## src/rtl/ser_ctl_pkg.sv

```systemverilog
package ser_ctl_pkg;
  typedef enum logic {
    PH_CMD  = 1'b0,
    PH_DATA = 1'b1
  } phase_e;
endpackage

```

## src/rtl/ser_ctl_sync.sv

```systemverilog
// Per-bit synchronizer chains with edge detection on the synchronized level.
module ser_ctl_sync #(
  parameter int          W       = 3,
  parameter int          STAGES  = 2,
  parameter logic [W-1:0] RST_VAL = '0
) (
  input  logic         clk,
  input  logic         rst_n,
  input  logic [W-1:0] d_i,
  output logic [W-1:0] q_o,
  output logic [W-1:0] rise_o,
  output logic [W-1:0] fall_o
);
  localparam int CHAIN = STAGES + 1;

  for (genvar g = 0; g < W; g++) begin : g_bit
    logic [CHAIN-1:0] chain_q;
    logic [CHAIN-1:0] chain_d;

    always_comb begin
      chain_d = {chain_q[CHAIN-2:0], d_i[g]};
    end

    always_ff @(posedge clk or negedge rst_n) begin
      if (!rst_n) chain_q <= {CHAIN{RST_VAL[g]}};
      else        chain_q <= chain_d;
    end

    assign q_o[g]    = chain_q[STAGES-1];
    assign rise_o[g] = chain_q[STAGES-1] & ~chain_q[STAGES];
    assign fall_o[g] = ~chain_q[STAGES-1] & chain_q[STAGES];
  end
endmodule

```

## src/rtl/ser_ctl_shift.sv

```systemverilog
// Receive shifter with bit counter, and transmit shifter with serial output.
module ser_ctl_shift #(
  parameter int W = 8
) (
  input  logic         clk,
  input  logic         rst_n,
  input  logic         clr_i,
  input  logic         rise_i,
  input  logic         fall_i,
  input  logic         sdi_i,
  input  logic         msb_first_i,
  input  logic         load_i,
  input  logic [W-1:0] load_data_i,
  output logic         byte_done_o,
  output logic [W-1:0] byte_o,
  output logic         sdo_o
);
  localparam int CNT_W = (W > 1) ? $clog2(W) : 1;
  localparam logic [CNT_W-1:0] LAST = CNT_W'(W - 1);

  logic [CNT_W-1:0] cnt_q, cnt_d;
  logic [W-1:0]     rx_q, rx_d;
  logic             done_q, done_d;
  logic [W-1:0]     tx_q, tx_d;
  logic             sdo_q, sdo_d;

  // receive side
  always_comb begin
    cnt_d  = cnt_q;
    rx_d   = rx_q;
    done_d = 1'b0;
    if (clr_i) begin
      cnt_d = '0;
    end else if (rise_i) begin
      rx_d = msb_first_i ? {rx_q[W-2:0], sdi_i} : {sdi_i, rx_q[W-1:1]};
      if (cnt_q == LAST) begin
        cnt_d  = '0;
        done_d = 1'b1;
      end else begin
        cnt_d = cnt_q + 1'b1;
      end
    end
  end

  // transmit side
  always_comb begin
    tx_d  = tx_q;
    sdo_d = sdo_q;
    if (clr_i) begin
      tx_d  = '0;
      sdo_d = 1'b0;
    end else if (load_i) begin
      tx_d = load_data_i;
    end else if (fall_i) begin
      sdo_d = msb_first_i ? tx_q[W-1] : tx_q[0];
      tx_d  = msb_first_i ? {tx_q[W-2:0], 1'b0} : {1'b0, tx_q[W-1:1]};
    end
  end

  always_ff @(posedge clk or negedge rst_n) begin
    if (!rst_n) begin
      cnt_q  <= '0;
      rx_q   <= '0;
      done_q <= 1'b0;
      tx_q   <= '0;
      sdo_q  <= 1'b0;
    end else begin
      cnt_q  <= cnt_d;
      rx_q   <= rx_d;
      done_q <= done_d;
      tx_q   <= tx_d;
      sdo_q  <= sdo_d;
    end
  end

  assign byte_done_o = done_q;
  assign byte_o      = rx_q;
  assign sdo_o       = sdo_q;
endmodule

```

## src/rtl/ser_ctl_seq.sv

```systemverilog
// Command/data sequencing: decodes the command byte, issues writes and read loads.
module ser_ctl_seq
  import ser_ctl_pkg::*;
#(
  parameter int DATA_W = 8,
  parameter int ADDR_W = 3
) (
  input  logic              clk,
  input  logic              rst_n,
  input  logic              cs_act_i,
  input  logic              byte_done_i,
  input  logic [DATA_W-1:0] byte_i,
  output logic              load_o,
  output logic              oe_o,
  output logic              we_o,
  output logic [ADDR_W-1:0] addr_o,
  output logic [DATA_W-1:0] wdata_o
);
  localparam int RW_BIT = 0;
  localparam int A_LSB  = 1;
  localparam int A_MSB  = ADDR_W;

  phase_e            phase_q, phase_d;
  logic              rd_q, rd_d;
  logic [ADDR_W-1:0] addr_q, addr_d;
  logic [DATA_W-1:0] wdata_q, wdata_d;
  logic              we_q, we_d;
  logic              load_q, load_d;
  logic              oe_q, oe_d;

  always_comb begin
    phase_d = phase_q;
    rd_d    = rd_q;
    addr_d  = addr_q;
    wdata_d = wdata_q;
    we_d    = 1'b0;
    load_d  = 1'b0;
    oe_d    = cs_act_i;
    if (!cs_act_i) begin
      phase_d = PH_CMD;
    end else if (byte_done_i) begin
      if (phase_q == PH_CMD) begin
        addr_d  = byte_i[A_MSB:A_LSB];
        rd_d    = byte_i[RW_BIT];
        load_d  = byte_i[RW_BIT];
        phase_d = PH_DATA;
      end else if (rd_q) begin
        load_d = 1'b1;
      end else begin
        we_d    = 1'b1;
        wdata_d = byte_i;
      end
    end
  end

  always_ff @(posedge clk or negedge rst_n) begin
    if (!rst_n) begin
      phase_q <= PH_CMD;
      rd_q    <= 1'b0;
      addr_q  <= '0;
      wdata_q <= '0;
      we_q    <= 1'b0;
      load_q  <= 1'b0;
      oe_q    <= 1'b0;
    end else begin
      phase_q <= phase_d;
      rd_q    <= rd_d;
      addr_q  <= addr_d;
      wdata_q <= wdata_d;
      we_q    <= we_d;
      load_q  <= load_d;
      oe_q    <= oe_d;
    end
  end

  assign load_o  = load_q;
  assign oe_o    = oe_q;
  assign we_o    = we_q;
  assign addr_o  = addr_q;
  assign wdata_o = wdata_q;
endmodule

```

## src/rtl/ser_ctl_port.sv

```systemverilog
module ser_ctl_port #(
  parameter int DATA_W      = 8,
  parameter int ADDR_W      = 3,
  parameter int SYNC_STAGES = 2
) (
  input  logic              clk,
  input  logic              rst_n,
  input  logic              sclk_i,
  input  logic              cs_n_i,
  input  logic              sdi_i,
  input  logic              msb_first_i,
  output logic              sdo_o,
  output logic              sdo_oe_o,
  output logic              reg_we_o,
  output logic [ADDR_W-1:0] reg_addr_o,
  output logic [DATA_W-1:0] reg_wdata_o,
  input  logic [DATA_W-1:0] reg_rdata_i
);
  localparam int NSIG = 3;   // {sdi, cs_n, sclk}
  localparam logic [NSIG-1:0] SYNC_RST = 3'b010;

  // reset: asynchronous assertion, synchronous release
  logic [1:0] rst_pipe_q;
  logic       rst_sync_n;
  always_ff @(posedge clk or negedge rst_n) begin
    if (!rst_n) rst_pipe_q <= 2'b00;
    else        rst_pipe_q <= {rst_pipe_q[0], 1'b1};
  end
  assign rst_sync_n = rst_pipe_q[1];

  logic [NSIG-1:0] lvl, rise, fall;
  ser_ctl_sync #(.W(NSIG), .STAGES(SYNC_STAGES), .RST_VAL(SYNC_RST)) i_sync (
    .clk    (clk),
    .rst_n  (rst_sync_n),
    .d_i    ({sdi_i, cs_n_i, sclk_i}),
    .q_o    (lvl),
    .rise_o (rise),
    .fall_o (fall)
  );

  logic sclk_rise, sclk_fall, cs_act, sdi_s;
  assign sclk_rise = rise[0];
  assign sclk_fall = fall[0];
  assign cs_act    = ~lvl[1];
  assign sdi_s     = lvl[2];

  logic              byte_done, load;
  logic [DATA_W-1:0] byte_val;

  ser_ctl_shift #(.W(DATA_W)) i_shift (
    .clk         (clk),
    .rst_n       (rst_sync_n),
    .clr_i       (~cs_act),
    .rise_i      (sclk_rise),
    .fall_i      (sclk_fall),
    .sdi_i       (sdi_s),
    .msb_first_i (msb_first_i),
    .load_i      (load),
    .load_data_i (reg_rdata_i),
    .byte_done_o (byte_done),
    .byte_o      (byte_val),
    .sdo_o       (sdo_o)
  );

  ser_ctl_seq #(.DATA_W(DATA_W), .ADDR_W(ADDR_W)) i_seq (
    .clk         (clk),
    .rst_n       (rst_sync_n),
    .cs_act_i    (cs_act),
    .byte_done_i (byte_done),
    .byte_i      (byte_val),
    .load_o      (load),
    .oe_o        (sdo_oe_o),
    .we_o        (reg_we_o),
    .addr_o      (reg_addr_o),
    .wdata_o     (reg_wdata_o)
  );
endmodule

```

## config.mk

```make
export PLATFORM = sky130hd
export DESIGN_NAME = ser_ctl_port
export DESIGN_NICKNAME = d
export VERILOG_FILES = /design/src/rtl/ser_ctl_pkg.sv /design/src/rtl/ser_ctl_sync.sv /design/src/rtl/ser_ctl_shift.sv /design/src/rtl/ser_ctl_seq.sv /design/src/rtl/ser_ctl_port.sv
export SDC_FILE = /design/constraint.sdc
export NUM_CORES = 1
export LEC_CHECK = 0
export BUFFER_PORTS_ARGS = -buffer_cell sky130_fd_sc_hd__buf_4
export CAP_MARGIN = 15
export CORE_ASPECT_RATIO = 0.9
export CORE_MARGIN = 4
export CORE_UTILIZATION = 45
export CTS_CLUSTER_DIAMETER = 80
export DETAILED_ROUTE_END_ITERATION = 10
export PLACE_DENSITY = 0.63
export REMOVE_ABC_BUFFERS = 1
export SYNTH_ARGS = -nofsm -noshare
export SYNTH_HDL_FRONTEND = slang
export SYNTH_HIERARCHICAL = 1
export SYNTH_SLANG_ARGS = --single-unit
export TNS_END_PERCENT = 30
```

## constraint.sdc

```tcl
create_clock -name clk -period 1.8 [get_ports clk]
set_input_delay 0.36 -clock clk [delete_from_list [all_inputs] [get_ports clk]]
set_output_delay 0.36 -clock clk [all_outputs]
set_load 0.005 [all_outputs]
```

==> flow_summary_export.csv <==
group,metric,value,unit
run_status,status,"complete, no violations",
placement,dp_hpwl,2323,um
clocking,clk_pin_slew_worst_paths,0.08,ns
detailed_routing,drt-total-wl,3316,um
timing,rsz0062_at_grt,"no",
global_route,grt_pass1_wl,5789,um
final_layout,nets,203,
timing,fin_skew,0.008525,ns
final_layout,post-route-util,55.69,%
min_path,hold_path.class,"input port to flip-flop",
worst_setup_path,startpoint_type,"flip-flop",
die,core-area,4156,um^2
clocking,cts_setup_buffers,0,
logic_synthesis,synth_area,1962,um^2
job,drv_cap,0,
clocking,cts_hold_buf,1,
worst_setup_path,path_class,"flip-flop to flip-flop",
global_route,grt_max_degree,24,
placement,gp_congestion,0.7070,
placement,port_buffers,27,
placement,dp_cells,239,
worst_setup_path,cpMaxStageDelayCell,"dfstp_2",
detailed_routing,wl_per_cell,13.37,um
worst_setup_path,path_cells,"inv_1, nand3b_1, mux2_2",
worst_setup_path,slowest_delay,0.54,ns
die,die_area,5482,um^2
timing,timing_hold_violations_final,0,
die,die_h,70.64,um
worst_setup_path,setup.worst_path.end_class,"flip-flop",
power_and_ir_drop,finalPower,2007,uW
die,ios,28,
clocking,cts_buffer_depth,2,
detailed_routing,drt-initial-drc-count,100,
detailed_routing,routed_via_density,4.883,
clocking,cts_htree_levels,2,
timing,max_freq,759.3,MHz
clocking,cts-root-buf,"clkbuf_8",
worst_setup_path,crit_buf_inv,1,
die,die_x,77.60,um
power_and_ir_drop,p_leak,0.001035,uW
worst_setup_path,worstPathRequired,1.99,ns
final_layout,fin_cells,248,
clocking,clk_latency,0.30,ns
detailed_routing,via_count,1211,
clocking,clkSinkCount,46,
final_layout,drive_above_1_share,31.91,%
clocking,cts.repair.resized,0,
timing,fin_crit_sh,73.16,%
logic_synthesis,syn_avg_cell_area,12.42,um^2
timing,finalCriticalPeriod,1.317,ns
timing,finalSetupTns,0,ns
detailed_routing,remaining_drc_errors,0,
worst_setup_path,path_delay_family,"flip-flops",
final_layout,nFillCells,352,
timing,worstMarginPinSlew,0.5187,ns
logic_synthesis,synthCells,158,
power_and_ir_drop,power_density,867.2,nW/um^2
clocking,cts_tree,"yes",
global_route,grt_overflow_total,0,
global_route,grt_usage,13.69,%
final_layout,diodes,0,
clocking,cts-buffers-inserted,5,
die,rows,22,
timing,finalSetupViolCount,0,
power_and_ir_drop,ir_drop,0.7063,mV
die,initial_core_util,47.20,%
timing,report.final.slew_viol_count,0,
worst_setup_path,cp.arrival,1.51,ns
global_route,grt_pass1_vias,1264,
detailed_routing,ant_nets,0,
worst_setup_path,cp_max_fo,5,
final_layout,area_growth,17.98,%
global_route,antenna_found_initial,0,
timing,relSlewSlack,65.42,%
detailed_routing,dr.pass1.iters,4,
logic_synthesis,yosysWarnings,6,
## cell type report
class	count	area, um^2	area share (%)
inverters	7	26.28	1.135
multi-input cells	95	711.9	30.76
clock inverters	1	5.005	0.2162
clock buffers	7	86.33	3.730
flip-flops and latches	46	1155	49.89
repair buffers	32	255.2	11.03
well taps	60	75.07	3.243
## state kept, by name, indices dropped and copies added (netlist names)
name and flops:
i_seq/wdata_o 8, i_shift/byte_o 8, i_shift/tx_q 8, i_sync/g_bit.chain_q 7, i_seq/addr_o 3, i_shift/cnt_q 3, rst_pipe_q 2, i_seq/load_o 1
i_seq/oe_o 1, i_seq/phase_q 1, i_seq/rd_q 1, i_seq/we_o 1, i_shift/byte_done_o 1, i_shift/sdo_o 1
## per-layer routing
layer / vias to the layer above / GRT usage (%) / wire [um]
li1: 592 / - / -
met1: 590 / 16.72 / 1545
met2: 25 / 20.82 / 1544
met3: 4 / 5.598 / 164
met4: 0 / 7.115 / 62
met5: - / 0 / 0
## report_power, final
group | switching (uW) | leakage (uW) | total (uW) | internal [uW]
Sequential | 79.4 | 0.000539 | 1180 | 1100
Clock | 326 | 0.0000482 | 636 | 310
Combinational | 89.0 | 0.000448 | 187 | 98.2
## cell usage in the layout (no fill, tap or decap), drive strengths merged
cell type / count
nor2: 12
dfrtp: 44
clkbuf: 7
a21oi: 9
mux2: 12
nand3b: 2
nor2b: 2
o21a: 1
a221oi: 2
conb: 1
ha: 2
inv: 7
a311oi: 1
buf: 31
nand2b: 1
nand2: 15
nand4b: 1
dlygate4sd3: 1
mux2i: 19
nand3: 1
o21ai: 8
dfstp: 2
a211o: 6
clkinv: 1
## metrics by stage
| stage | cell area [um^2] | hold WS [ns] | worst slack (ns) |
|---|---|---|---|
| floorplan | 1892 | 0.06441 | 0.2924 |
| global placement | 2213 | 0.1418 | 0.5259 |
| detailed placement | 2213 | 0.1436 | 0.4679 |
| CTS | 2315 | 0.1500 | 0.4659 |
| global route | 2315 | 0.1385 | 0.4252 |
| finish | 2315 | 0.1662 | 0.4831 |
## worst reg2reg max path, cell delays in order, from the launching register on
cell and delay (ns):
dfstp_2 0.54, inv_1 0.10, nand3b_1 0.21, mux2_2 0.37
## path summary, 6_finish.rpt
| kind | from | to | slack [ns] | depth (start not counted) |
|---|---|---|---|---|
| min | cs_n_i | i_sync/g_bit[1].chain_q[0]$_DFF_PN1_ | 0.17 | 1 |
| max in group asynchronous | rst_pipe_q[1]$_DFF_PN0_ | i_sync/g_bit[1].chain_q[1]$_DFF_PN1_ | 1.00 | 1 |
| max | i_sync/g_bit[1].chain_q[1]$_DFF_PN1_ | i_seq/addr_o[0]$_DFFE_PN0P_ | 0.48 | 3 |
| max reg2reg | i_sync/g_bit[1].chain_q[1]$_DFF_PN1_ | i_seq/addr_o[0]$_DFFE_PN0P_ | 0.48 | 3 |
| min in group asynchronous | rst_pipe_q[1]$_DFF_PN0_ | i_shift/byte_o[4]$_DFFE_PN0P_ | 0.24 | 0 |
| min reg2reg | rst_pipe_q[1]$_DFF_PN0_ | i_shift/byte_o[4]$_DFFE_PN0P_ | 0.24 | 0 |
Power figures use the tool's default switching activity.
